[src/rtl/sdiv_pkg.sv]
`timescale 1ns/1ps
package sdiv_pkg;
    // word indices (byte offset / 4) of the register window
    localparam int unsigned IDX_DVS  = 0;
    localparam int unsigned IDX_DVD  = 1;
    localparam int unsigned IDX_REM  = 4;
    localparam int unsigned IDX_QUO  = 5;
    localparam int unsigned IDX_REMM = 6;
    localparam int unsigned IDX_QUOM = 7;

    typedef enum logic {
        MODE_SHORT = 1'b0,
        MODE_LONG  = 1'b1
    } div_mode_e;
endpackage

[src/rtl/sdiv_core.sv]
`timescale 1ns/1ps
module sdiv_core
    import sdiv_pkg::*;
#(
    parameter int W = 32
) (
    input  logic           clk,
    input  logic           rst_n,
    input  logic           start,
    input  div_mode_e      mode,
    input  logic [2*W-1:0] dividend,
    input  logic [W-1:0]   divisor,
    output logic           busy,
    output logic           done,
    output logic [2*W-1:0] quo_mag,
    output logic [W-1:0]   rem_mag,
    output logic           q_neg,
    output logic           r_neg
);
    localparam int DW = 2 * W;
    localparam int CW = $clog2(DW + 1);

    typedef struct packed {
        logic          busy;
        logic          done;
        logic [CW-1:0] cnt;
        logic [W:0]    acc;
        logic [DW-1:0] quo;
        logic [W-1:0]  dvs;
        logic          qn;
        logic          rn;
    } core_t;

    core_t s_d, s_q;

    logic [W:0]    shifted;
    logic [W:0]    diff;
    logic [DW-1:0] dvd_mag;
    logic [W-1:0]  dvs_mag;

    always_comb begin
        s_d      = s_q;
        s_d.done = 1'b0;
        shifted  = {s_q.acc[W-1:0], s_q.quo[DW-1]};
        diff     = shifted - {1'b0, s_q.dvs};
        dvd_mag  = dividend[DW-1] ? (~dividend + 1'b1) : dividend;
        dvs_mag  = divisor[W-1] ? (~divisor + 1'b1) : divisor;
        if (start) begin
            s_d.busy = 1'b1;
            s_d.acc  = '0;
            s_d.dvs  = dvs_mag;
            s_d.qn   = dividend[DW-1] ^ divisor[W-1];
            s_d.rn   = dividend[DW-1];
            if (mode == MODE_LONG) begin
                s_d.quo = dvd_mag;
                s_d.cnt = CW'(DW);
            end else begin
                s_d.quo = {dvd_mag[W-1:0], {W{1'b0}}};
                s_d.cnt = CW'(W);
            end
        end else if (s_q.busy) begin
            if (shifted >= {1'b0, s_q.dvs}) begin
                s_d.acc = diff;
                s_d.quo = {s_q.quo[DW-2:0], 1'b1};
            end else begin
                s_d.acc = shifted;
                s_d.quo = {s_q.quo[DW-2:0], 1'b0};
            end
            s_d.cnt = s_q.cnt - 1'b1;
            if (s_q.cnt == CW'(1)) begin
                s_d.busy = 1'b0;
                s_d.done = 1'b1;
            end
        end
    end

    always_ff @(posedge clk or negedge rst_n) begin
        if (!rst_n) s_q <= '0;
        else        s_q <= s_d;
    end

    assign busy    = s_q.busy;
    assign done    = s_q.done;
    assign quo_mag = s_q.quo;
    assign rem_mag = s_q.acc[W-1:0];
    assign q_neg   = s_q.qn;
    assign r_neg   = s_q.rn;

    // a start always enters the running state
    a_r8_start_runs: assert property (@(posedge clk) disable iff (!rst_n)
        start |=> (busy && !done));
    // completion is a single-cycle pulse
    a_r8_done_pulse: assert property (@(posedge clk) disable iff (!rst_n)
        done |=> !done);
    // final remainder magnitude below divisor magnitude
    a_r5_rem_bound: assert property (@(posedge clk) disable iff (!rst_n)
        done |-> (s_q.acc < {1'b0, s_q.dvs}));
endmodule

[src/rtl/sdiv_fix.sv]
`timescale 1ns/1ps
module sdiv_fix #(
    parameter int W = 32
) (
    input  logic [2*W-1:0] quo_mag,
    input  logic [W-1:0]   rem_mag,
    input  logic           q_neg,
    input  logic           r_neg,
    output logic [W-1:0]   quo,
    output logic [W-1:0]   rem,
    output logic           ovf
);
    localparam int DW = 2 * W;
    localparam logic [DW-1:0] POS_LIM = {{(W+1){1'b0}}, {(W-1){1'b1}}};
    localparam logic [DW-1:0] NEG_LIM = POS_LIM + 1'b1;
    localparam logic [W-1:0]  SAT_POS = {1'b0, {(W-1){1'b1}}};
    localparam logic [W-1:0]  SAT_NEG = {1'b1, {(W-1){1'b0}}};

    logic [W-1:0] q_low;

    always_comb begin
        q_low = quo_mag[W-1:0];
        ovf   = q_neg ? (quo_mag > NEG_LIM) : (quo_mag > POS_LIM);
        if (ovf)        quo = q_neg ? SAT_NEG : SAT_POS;
        else if (q_neg) quo = ~q_low + 1'b1;
        else            quo = q_low;
        rem = r_neg ? (~rem_mag + 1'b1) : rem_mag;
    end
endmodule

[src/rtl/sdiv_regs.sv]
`timescale 1ns/1ps
module sdiv_regs
    import sdiv_pkg::*;
#(
    parameter int W  = 32,
    parameter int AW = 5
) (
    input  logic          clk,
    input  logic          rst_n,
    input  logic          wr_en,
    input  logic [AW-1:0] addr,
    input  logic [W-1:0]  wdata,
    output logic [W-1:0]  rdata,
    output logic          busy
);
    localparam int DW = 2 * W;
    localparam int IW = AW - 2;
    localparam logic [W-1:0] MIN_NEG = {1'b1, {(W-1){1'b0}}};
    localparam logic [W-1:0] MAX_POS = {1'b0, {(W-1){1'b1}}};

    typedef struct packed {
        logic [W-1:0] dvs;
        logic [W-1:0] dvd;
        logic [W-1:0] rem;
        logic [W-1:0] quo;
        logic [W-1:0] rem_m;
        logic [W-1:0] quo_m;
        div_mode_e    mode;
    } regs_t;

    regs_t r_d, r_q;

    logic [IW-1:0] widx;
    logic          start;
    div_mode_e     start_mode;
    logic [DW-1:0] start_dvd;

    logic          core_busy, core_done, core_qn, core_rn;
    logic [DW-1:0] core_quo;
    logic [W-1:0]  core_rem;
    logic [W-1:0]  fix_quo, fix_rem;
    logic          fix_ovf;

    assign widx = addr[AW-1:2];
    assign busy = core_busy | core_done;

    sdiv_core #(.W(W)) u_core (
        .clk      (clk),
        .rst_n    (rst_n),
        .start    (start),
        .mode     (start_mode),
        .dividend (start_dvd),
        .divisor  (r_q.dvs),
        .busy     (core_busy),
        .done     (core_done),
        .quo_mag  (core_quo),
        .rem_mag  (core_rem),
        .q_neg    (core_qn),
        .r_neg    (core_rn)
    );

    sdiv_fix #(.W(W)) u_fix (
        .quo_mag (core_quo),
        .rem_mag (core_rem),
        .q_neg   (core_qn),
        .r_neg   (core_rn),
        .quo     (fix_quo),
        .rem     (fix_rem),
        .ovf     (fix_ovf)
    );

    always_comb begin
        r_d        = r_q;
        start      = 1'b0;
        start_mode = MODE_SHORT;
        start_dvd  = {{W{wdata[W-1]}}, wdata};
        if (core_done) begin
            r_d.rem   = fix_rem;
            r_d.rem_m = fix_rem;
            r_d.quo   = fix_quo;
            r_d.quo_m = fix_quo;
            if (r_q.mode == MODE_SHORT) r_d.dvd = fix_quo;
        end else if (wr_en && !core_busy) begin
            case (widx)
                IW'(IDX_DVS): r_d.dvs = wdata;
                IW'(IDX_DVD): begin
                    r_d.dvd = wdata;
                    if (r_q.dvs == '0) begin
                        r_d.rem = '0; r_d.quo = '0; r_d.rem_m = '0; r_d.quo_m = '0;
                    end else begin
                        start      = 1'b1;
                        start_mode = MODE_SHORT;
                        r_d.mode   = MODE_SHORT;
                    end
                end
                IW'(IDX_REM):  r_d.rem = wdata;
                IW'(IDX_QUO): begin
                    start_dvd = {r_q.rem, wdata};
                    if (r_q.dvs == '0) begin
                        r_d.rem = '0; r_d.quo = '0; r_d.rem_m = '0; r_d.quo_m = '0;
                    end else begin
                        r_d.quo    = wdata;
                        start      = 1'b1;
                        start_mode = MODE_LONG;
                        r_d.mode   = MODE_LONG;
                    end
                end
                IW'(IDX_REMM): r_d.rem_m = wdata;
                IW'(IDX_QUOM): r_d.quo_m = wdata;
                default: ;
            endcase
        end
    end

    always_ff @(posedge clk or negedge rst_n) begin
        if (!rst_n) r_q <= '0;
        else        r_q <= r_d;
    end

    always_comb begin
        case (widx)
            IW'(IDX_DVS):  rdata = r_q.dvs;
            IW'(IDX_DVD):  rdata = r_q.dvd;
            IW'(IDX_REM):  rdata = r_q.rem;
            IW'(IDX_QUO):  rdata = r_q.quo;
            IW'(IDX_REMM): rdata = r_q.rem_m;
            IW'(IDX_QUOM): rdata = r_q.quo_m;
            default:       rdata = '0;
        endcase
    end

    // divisor cannot change while an operation runs
    a_r9_divisor_frozen: assert property (@(posedge clk) disable iff (!rst_n)
        busy |=> $stable(r_q.dvs));
    // results stay put until the posting edge
    a_r9_results_held: assert property (@(posedge clk) disable iff (!rst_n)
        (core_busy && !core_done) |=> ($stable(r_q.rem_m) && $stable(r_q.quo_m)));
    // primary and mirror registers agree after posting
    a_r3_r4_mirrors: assert property (@(posedge clk) disable iff (!rst_n)
        core_done |=> (r_q.rem == r_q.rem_m && r_q.quo == r_q.quo_m));
    // clamp values follow the sign of the true quotient
    a_r6_clamp_neg: assert property (@(posedge clk) disable iff (!rst_n)
        (core_done && fix_ovf && core_qn) |=> (r_q.quo_m == MIN_NEG));
    a_r6_clamp_pos: assert property (@(posedge clk) disable iff (!rst_n)
        (core_done && fix_ovf && !core_qn) |=> (r_q.quo_m == MAX_POS));
    // zero divisor clears results without going busy
    a_r7_zero_divisor: assert property (@(posedge clk) disable iff (!rst_n)
        (wr_en && !busy && widx == IW'(IDX_QUO) && r_q.dvs == '0) |=>
        (r_q.quo == '0 && r_q.rem == '0 && r_q.quo_m == '0 && r_q.rem_m == '0 && !busy));
endmodule

[config.mk]
export PLATFORM = sky130hd
export DESIGN_NAME = sdiv_regs
export DESIGN_NICKNAME = d
export VERILOG_FILES = /design/src/rtl/sdiv_pkg.sv /design/src/rtl/sdiv_core.sv /design/src/rtl/sdiv_fix.sv /design/src/rtl/sdiv_regs.sv
export SDC_FILE = /design/constraint.sdc
export NUM_CORES = 1
export LEC_CHECK = 0
export BUFFER_PORTS_ARGS = -buffer_cell sky130_fd_sc_hd__buf_2
export CAP_MARGIN = 25
export CORE_MARGIN = 2
export CORE_UTILIZATION = 50
export DETAILED_ROUTE_END_ITERATION = 10
export PLACE_DENSITY = 0.67
export SLEW_MARGIN = 20
export SYNTH_ARGS = -nofsm -noshare
export SYNTH_HDL_FRONTEND = slang
export SYNTH_SLANG_ARGS = --single-unit
[constraint.sdc]
create_clock -name clk -period 3.2 [get_ports clk]
set_input_delay 0.64 -clock clk [delete_from_list [all_inputs] [get_ports clk]]
set_output_delay 0.64 -clock clk [all_outputs]
set_load 0.02 [all_outputs]
==> results of run 1 <==
## per-layer routing
metal / GRT usage / vias to the layer above / wire length (um)
met1: 0.504 / 10300 / 33100
met3: 0.0758 / 235 / 8050
met5: 0 / - / 0
met4: 0.182 / 0 / 4430
li1: - / 9067 / -
met2: 0.541 / 1216 / 35000
## placed cells by master (no fill, tap or decap), types with 27 or more instances in the layout
cell         n
a21oi_1    135
a221o_1    133
a22oi_1     69
buf_2       69
buf_4      246
clkbuf_16   42
dfrtp_1    331
ha_1        38
inv_1       61
mux2_2      30
mux2i_1     59
nand2_1    248
nand3_1     75
nor2_1     144
nor3_1      41
o21ai_0    187
o31ai_1     34
or3_1       27
xnor2_1     49
xor2_1      96
## flip-flops by register name, indices dropped and copies added (netlist names)
register and count:
u_core.r_neg 1, u_core.quo_mag 64, u_core.busy 1, u_core.s_q 39, u_core.rem_mag 32, u_core.q_neg 1
u_core.done 1, r_q 193
## how the worst min path moves through the flow
| stage | startpoint | to | depth (start not counted) |
|---|---|---|---|
| finish | rst_n | u_core.s_q[24]$_DFFE_PN0P_ | 1 |
| global route | rst_n | u_core.s_q[24]$_DFFE_PN0P_ | 1 |
| floorplan | rst_n | r_q[0]$_DFFE_PN0P_ | 0 |
| CTS | rst_n | u_core.s_q[24]$_DFFE_PN0P_ | 1 |
| global placement | r_q[152]$_DFFE_PN0P_ | r_q[152]$_DFFE_PN0P_ | 2 |
| detailed placement | r_q[0]$_DFFE_PN0P_ | r_q[0]$_DFFE_PN0P_ | 2 |
## stage by stage
step | util | TNS, ns | setup slack, ns
finish | 0.605 | 0 | 0.0337
global route | 0.605 | -0.0737 | -0.0255
CTS | 0.601 | 0 | 0.00573
detailed placement | 0.569 | -5.58 | -0.297
global placement | 0.569 | -4.57 | -0.276
floorplan | - | -0.0450 | -0.0450
## report_power, final
part / internal [mW] / switching, mW
Combinational: 5.69 / 7.35
Sequential: 6.06 / 1.97
Clock: 2.69 / 1.86
## kinds of logic (layout without fill, tap and decap cells)
logic type	after synthesis	after routing
AOI/OAI and AO/OA	775	775
xor gates and xnor gates	145	145
adders and majority gates	39	39
buffers and inverters	253	463
DFF	332	332
muxes	91	91
other	0	1
and+or+nand+nor	696	696
## what timing repair did
action,in CTS,in global routing
pin swaps,2,3
hold buffers,0,0
setup endpoints to repair,8,100
gates resized for setup,3,19
setup buffers,2,6
cloned,0,1
endpoints found under the hold margin,0,0
## cell type report
cell class	instances	area share
Timing Repair Buffer	335	0.104
Sequential cell	332	0.335
Multi-Input combinational cell	1746	0.473
Inverter	61	0.00923
Tap cell	532	0.0268
Clock buffer	53	0.0452
Antenna cell	1	0.000101
Clock inverter	14	0.00615
## worst max-delay path, stage by stage
cell	delay, ns
buf_2	0.13
nor4_1	0.43
buf_4	0.23
nor4bb_1	0.65
buf_4	0.23
nand3_1	0.21
nor3_1	0.33
a21oi_1	0.12
xnor2_1	0.20
a21oi_1	0.11
a221o_1	0.33
==> flow_summary_export.csv, run 1 <==
group,metric,value,unit
route,routed_wl,80.6,mm
grt,grt_pass1_wl,121,mm
clock_network,clk_pin_slew,0.06,ns
grt,antenna_found_initial,1,
grt,grt_max_degree,75,
synth,synth_top_area_cell,"dfrtp_1",
place,placedCellCount,2997,
flow_run,cap_violations,0,
power_and_ir_drop,ir_drop,0.663,mV
floorplanning,coreArea,41000,um2
finish,multi_input_area,11700,um2
synth,synth.area.mux_share,0.0467,
synth,yosysWarnings,0,
route,viasPerCell,6.77,
power_and_ir_drop,powerDensity,1030,nW/um2
finish,design_area,24800,um2
clock_network,clk_root_buffer_cell,"clkbuf_16",
clock_network,clockBufferDepth,3,
setup_path,crit_type,"in -> reg",
floorplanning,die-area,43400,um2
synth,synth_cell_type_count,83,
hold_path,hp-class,"in -> async",
place,place_hpwl,58.9,mm
grt,grt_pass1_vias,19700,
sta,fin_crit,3.17,ns
sta,hold-worst-slack,0.0523,ns
finish,syn2layout_area_growth,18.9,%
finish,n_fill_cell,3553,
synth,yosys-top-cells-area,"dfrtp_1 40%, a221o_1 6.4%, nand2_1 4.5%",
synth,synth_fa_ha_area_frac,0.0238,
finish,final_cell_count_no_fill,3074,
sta,finalClockSkew,0.0149,ns
place,gp_congestion,1.05,
floorplanning,pin_count,73,
clock_network,htree_levels,2,
clock_network,cts_tree,"yes",
synth,synth_top_cell_area_share,0.398,
floorplanning,start_util,0.509,
synth,synthesis.area,20900,um2
place,portBuffers,70,
synth,yosysSeqAreaShare,0.398,
setup_path,arrival,3.62,ns
clock_network,clk_latency,0.57,ns
route,ant_nets,0,
setup_path,end_kind,"register",
setup_path,reg2reg_depth,9,
sta,hold_viol,0,
sta,maxSlewHeadroom,0.341,
synth,yosys_most_used_dff,"dfrtp_1",
synth,synth_top_family_by_area,"compound AO/OA/AOI/OAI gates",
synth,ys_ff_latch,332,
synth,synthCells,2331,
route,drc,0,
clock_network,cts.sinks,332,
sta,min_period_over_period,0.989,
outcome,outcome,"finished, final reports clean",
synth,synthMostInstantiatedCell,"dfrtp_1",
synth,syn_area_per_cell,8.95,um2
sta,final_max_slew_viol_count,0,
setup_path,r2r_start,"r_q[175]$_DFFE_PN0P_",
route,routedWlPerCell,26.2,um
setup_path,start_kind,"primary input",
synth,synth-async-reset-ratio,1.00,
setup_path,r2r_slack,0.12,ns
synth,yosys.area_share.simple,0.160,
power_and_ir_drop,power.total,25.6,mW
route,drt-pass1-iter-count,6,
floorplanning,die_h,208,um
route,drt_iter0_drc,2787,
floorplanning,die_w,208,um
setup_path,worstPathRequired,3.65,ns
floorplanning,rows,74,
setup_path,crit_end,"u_core.quo_mag[48]$_DFFE_PN0P_",
clock_network,cts_inserted_buffers,39,
synth,synth_compound_area_frac,0.262,
route,vias,20800,
sta,max_freq,316,MHz
setup_path,critPathMaxFanout,3,
finish,drive_gt1_frac,0.195,
setup_path,crit_start,"wdata[19]",
setup_path,r2r_end,"r_q[90]$_DFFE_PN0P_",
grt,grtUsageTotal,0.364,
synth,synth_xor_xnor_area_share,0.0609,
synth,syn_nets,2410,
grt,grt-ovfl-total,0,
power_and_ir_drop,power_leakage,10.7,nW
finish,seqCellArea,8310,um2
synth,synth-edff-count,0,
finish,fin_nets,2594,
place,place_area,23300,um2
sta,worstMarginPinSlew,0.989,ns
sta,setup_viol,0,
synth,yosys-top-cells-count,"332 x dfrtp_1, 251 x nand2_1, 188 x o21ai_0",
Power figures use the tool's default switching activity.
==> run 2, diff against run 1 <==
- CORE_UTILIZATION: 50 -> 25
- PLACE_DENSITY: 0.67 -> 0.38
==> flow_summary_export.csv, run 2 (synthesis gave the netlist of run 1 again) <==
group,metric,value,unit
grt,grt_pass1_wl,144,mm
finish,fin_nets,2684,
sta,worstMarginPinSlew,1.03,ns
setup_path,arrival,3.53,ns
floorplanning,die-area,85800,um2
clock_network,clockBufferDepth,3,
outcome,outcome,"finished, final reports clean",
floorplanning,die_w,293,um
setup_path,reg2reg_depth,12,
route,routedWlPerCell,26.4,um
clock_network,clk_root_buffer_cell,"clkbuf_16",
clock_network,htree_levels,2,
setup_path,end_kind,"register",
route,drt-pass1-iter-count,5,
finish,final_cell_mix,"331 x dfrtp_1, 319 x buf_4, 250 x nand2_1",
power_and_ir_drop,power_leakage,11.3,nW
place,place_hpwl,73.7,mm
sta,setup_viol,0,
finish,largest_reg_flops,193,
setup_path,critPathMaxFanout,6,
floorplanning,rows,105,
route,routed_wl,98.0,mm
route,viasPerCell,5.54,
setup_path,start_kind,"primary input",
clock_network,cts_inserted_buffers,44,
power_and_ir_drop,powerDensity,1020,nW/um2
sta,max_freq,325,MHz
grt,grt_max_degree,87,
sta,hold_viol,0,
sta,fin_crit,3.07,ns
sta,grt_setup_unrepaired,"true",
finish,n_antenna_cell,0,
setup_path,slowest_stage,"or4bb_1",
setup_path,crit_chain,"buf_2 -> or3_1 -> or4bb_1 -> buf_4 -> nor4_1 -> buf_4 -> o211ai_1 -> nand2b_4 -> o21ai_0 -> xor2_1 -> o21ai_0",
finish,regMostFlops,"r_q",
grt,grt_pass1_vias,20300,
floorplanning,pin_count,73,
route,drt_iter0_drc,1586,
setup_path,slowest_delay,0.66,ns
setup_path,worstPathRequired,3.66,ns
setup_path,crit_type,"in -> reg",
floorplanning,start_util,0.253,
finish,drive_gt1_frac,0.222,
grt,grtUsageTotal,0.226,
floorplanning,die_h,293,um
setup_path,r2r_slack,0.15,ns
place,gp_congestion,0.901,
clock_network,clk_pin_slew,0.06,ns
floorplanning,coreArea,82400,um2
grt,antenna_found_initial,2,
clock_network,clk_latency,0.59,ns
clock_network,cts_tree,"yes",
route,ant_nets,0,
power_and_ir_drop,ir_drop,0.456,mV
clock_network,cts.sinks,332,
power_and_ir_drop,power.total,26.9,mW
place,placedCellCount,3628,
sta,finalClockSkew,0.0345,ns
route,drc,0,
finish,layout_commonest_cell,"dfrtp_1",
sta,min_period_over_period,0.961,
flow_run,cap_violations,0,
clock_network,cts_hold_buf,0,
finish,n_fill_cell,8560,
place,portBuffers,70,
finish,final_cell_count_no_fill,3708,
hold_path,hp-class,"in -> async",
route,vias,20500,
setup_path,r2r_end,"r_q[8]$_DFFE_PN0P_",
sta,final_max_slew_viol_count,0,
grt,grt-ovfl-total,0,
finish,syn2layout_area_growth,26.6,%
sta,maxSlewHeadroom,0.315,
setup_path,r2r_start,"u_core.quo_mag[63]$_DFFE_PN0P_",
## run 2: area by class of cell
type | count | area, um2 | share of cell area
multi-input cells | 1746 | 11700 | 0.445
clock inverters | 9 | 81.3 | 0.00308
inverters | 61 | 229 | 0.00867
well taps | 1070 | 1340 | 0.0507
repair buffers | 420 | 3370 | 0.127
clock buffers | 70 | 1340 | 0.0508
flip-flops and latches | 332 | 8310 | 0.315
## run 2: where the power goes
part           switching [mW]  leakage [nW]  internal (mW)
logic                    7.85          6.34           6.09
registers                1.89          4.22           6.06
clock network            2.05         0.704           2.94
## run 2: worst max path at each step
| stage | cells past startpoint | startpoint | end | slack (ns) |
|---|---|---|---|---|
| final | 11 | wdata[23] | u_core.quo_mag[59]$_DFFE_PN0P_ | 0.13 |
| after global routing | 11 | u_core.rem_mag[0]$_DFFE_PN0P_ | u_core.quo_mag[0]$_DFFE_PN0P_ | -0.0003 |
| after CTS | 11 | u_core.quo_mag[12]$_DFFE_PN0P_ | r_q[132]$_DFFE_PN0P_ | 0.02 |
| after detailed placement | 11 | wdata[23] | u_core.quo_mag[57]$_DFFE_PN0P_ | -0.45 |
| after global placement | 11 | wdata[23] | u_core.quo_mag[55]$_DFFE_PN0P_ | -0.46 |
| after floorplan | 9 | wdata[7] | u_core.quo_mag[35]$_DFFE_PN0P_ | -0.04 |
## run 2: metal layers
| metal | share of wire | GRT usage | up-vias |
|---|---|---|---|
| met5 | 0.00013 | 0 | - |
| met4 | 0.031 | 0.0695 | 2 |
| met3 | 0.056 | 0.0324 | 124 |
| met2 | 0.46 | 0.362 | 673 |
| met1 | 0.46 | 0.313 | 10500 |
| li1 | - | - | 9264 |
## run 2: timing repair
item / 4_1_cts / 5_1_grt
resized for setup: 5 / 18
cloned: 0 / 0
setup endpoints to repair: 7 / 53
pin swaps: 0 / 5
setup buffers: 0 / 1
## run 2: worst max-delay path: cells and delay by family
| family | cells | cell delay [ns] |
|---|---|---|
| XOR/XNOR | 1 | 0.17 |
| buffers and inverters | 3 | 0.58 |
| AO/OA/AOI/OAI | 3 | 0.46 |
| AND/OR/NAND/NOR | 4 | 1.67 |
## run 2: per-stage QoR
stage / hold slack, ns / area [um2] / setup slack [ns] / util / TNS, ns
after global placement: 0.454 / 24900 / -0.461 / 0.302 / -8.31
final: 0.0197 / 26400 / 0.126 / 0.321 / 0
after global routing: 0.0550 / 26400 / -0.000345 / 0.321 / -0.000602
after CTS: 0.0185 / 26300 / 0.0225 / 0.319 / 0
after floorplan: 0.344 / 20900 / -0.0450 / - / -0.0450
after detailed placement: 0.457 / 24900 / -0.453 / 0.302 / -7.99
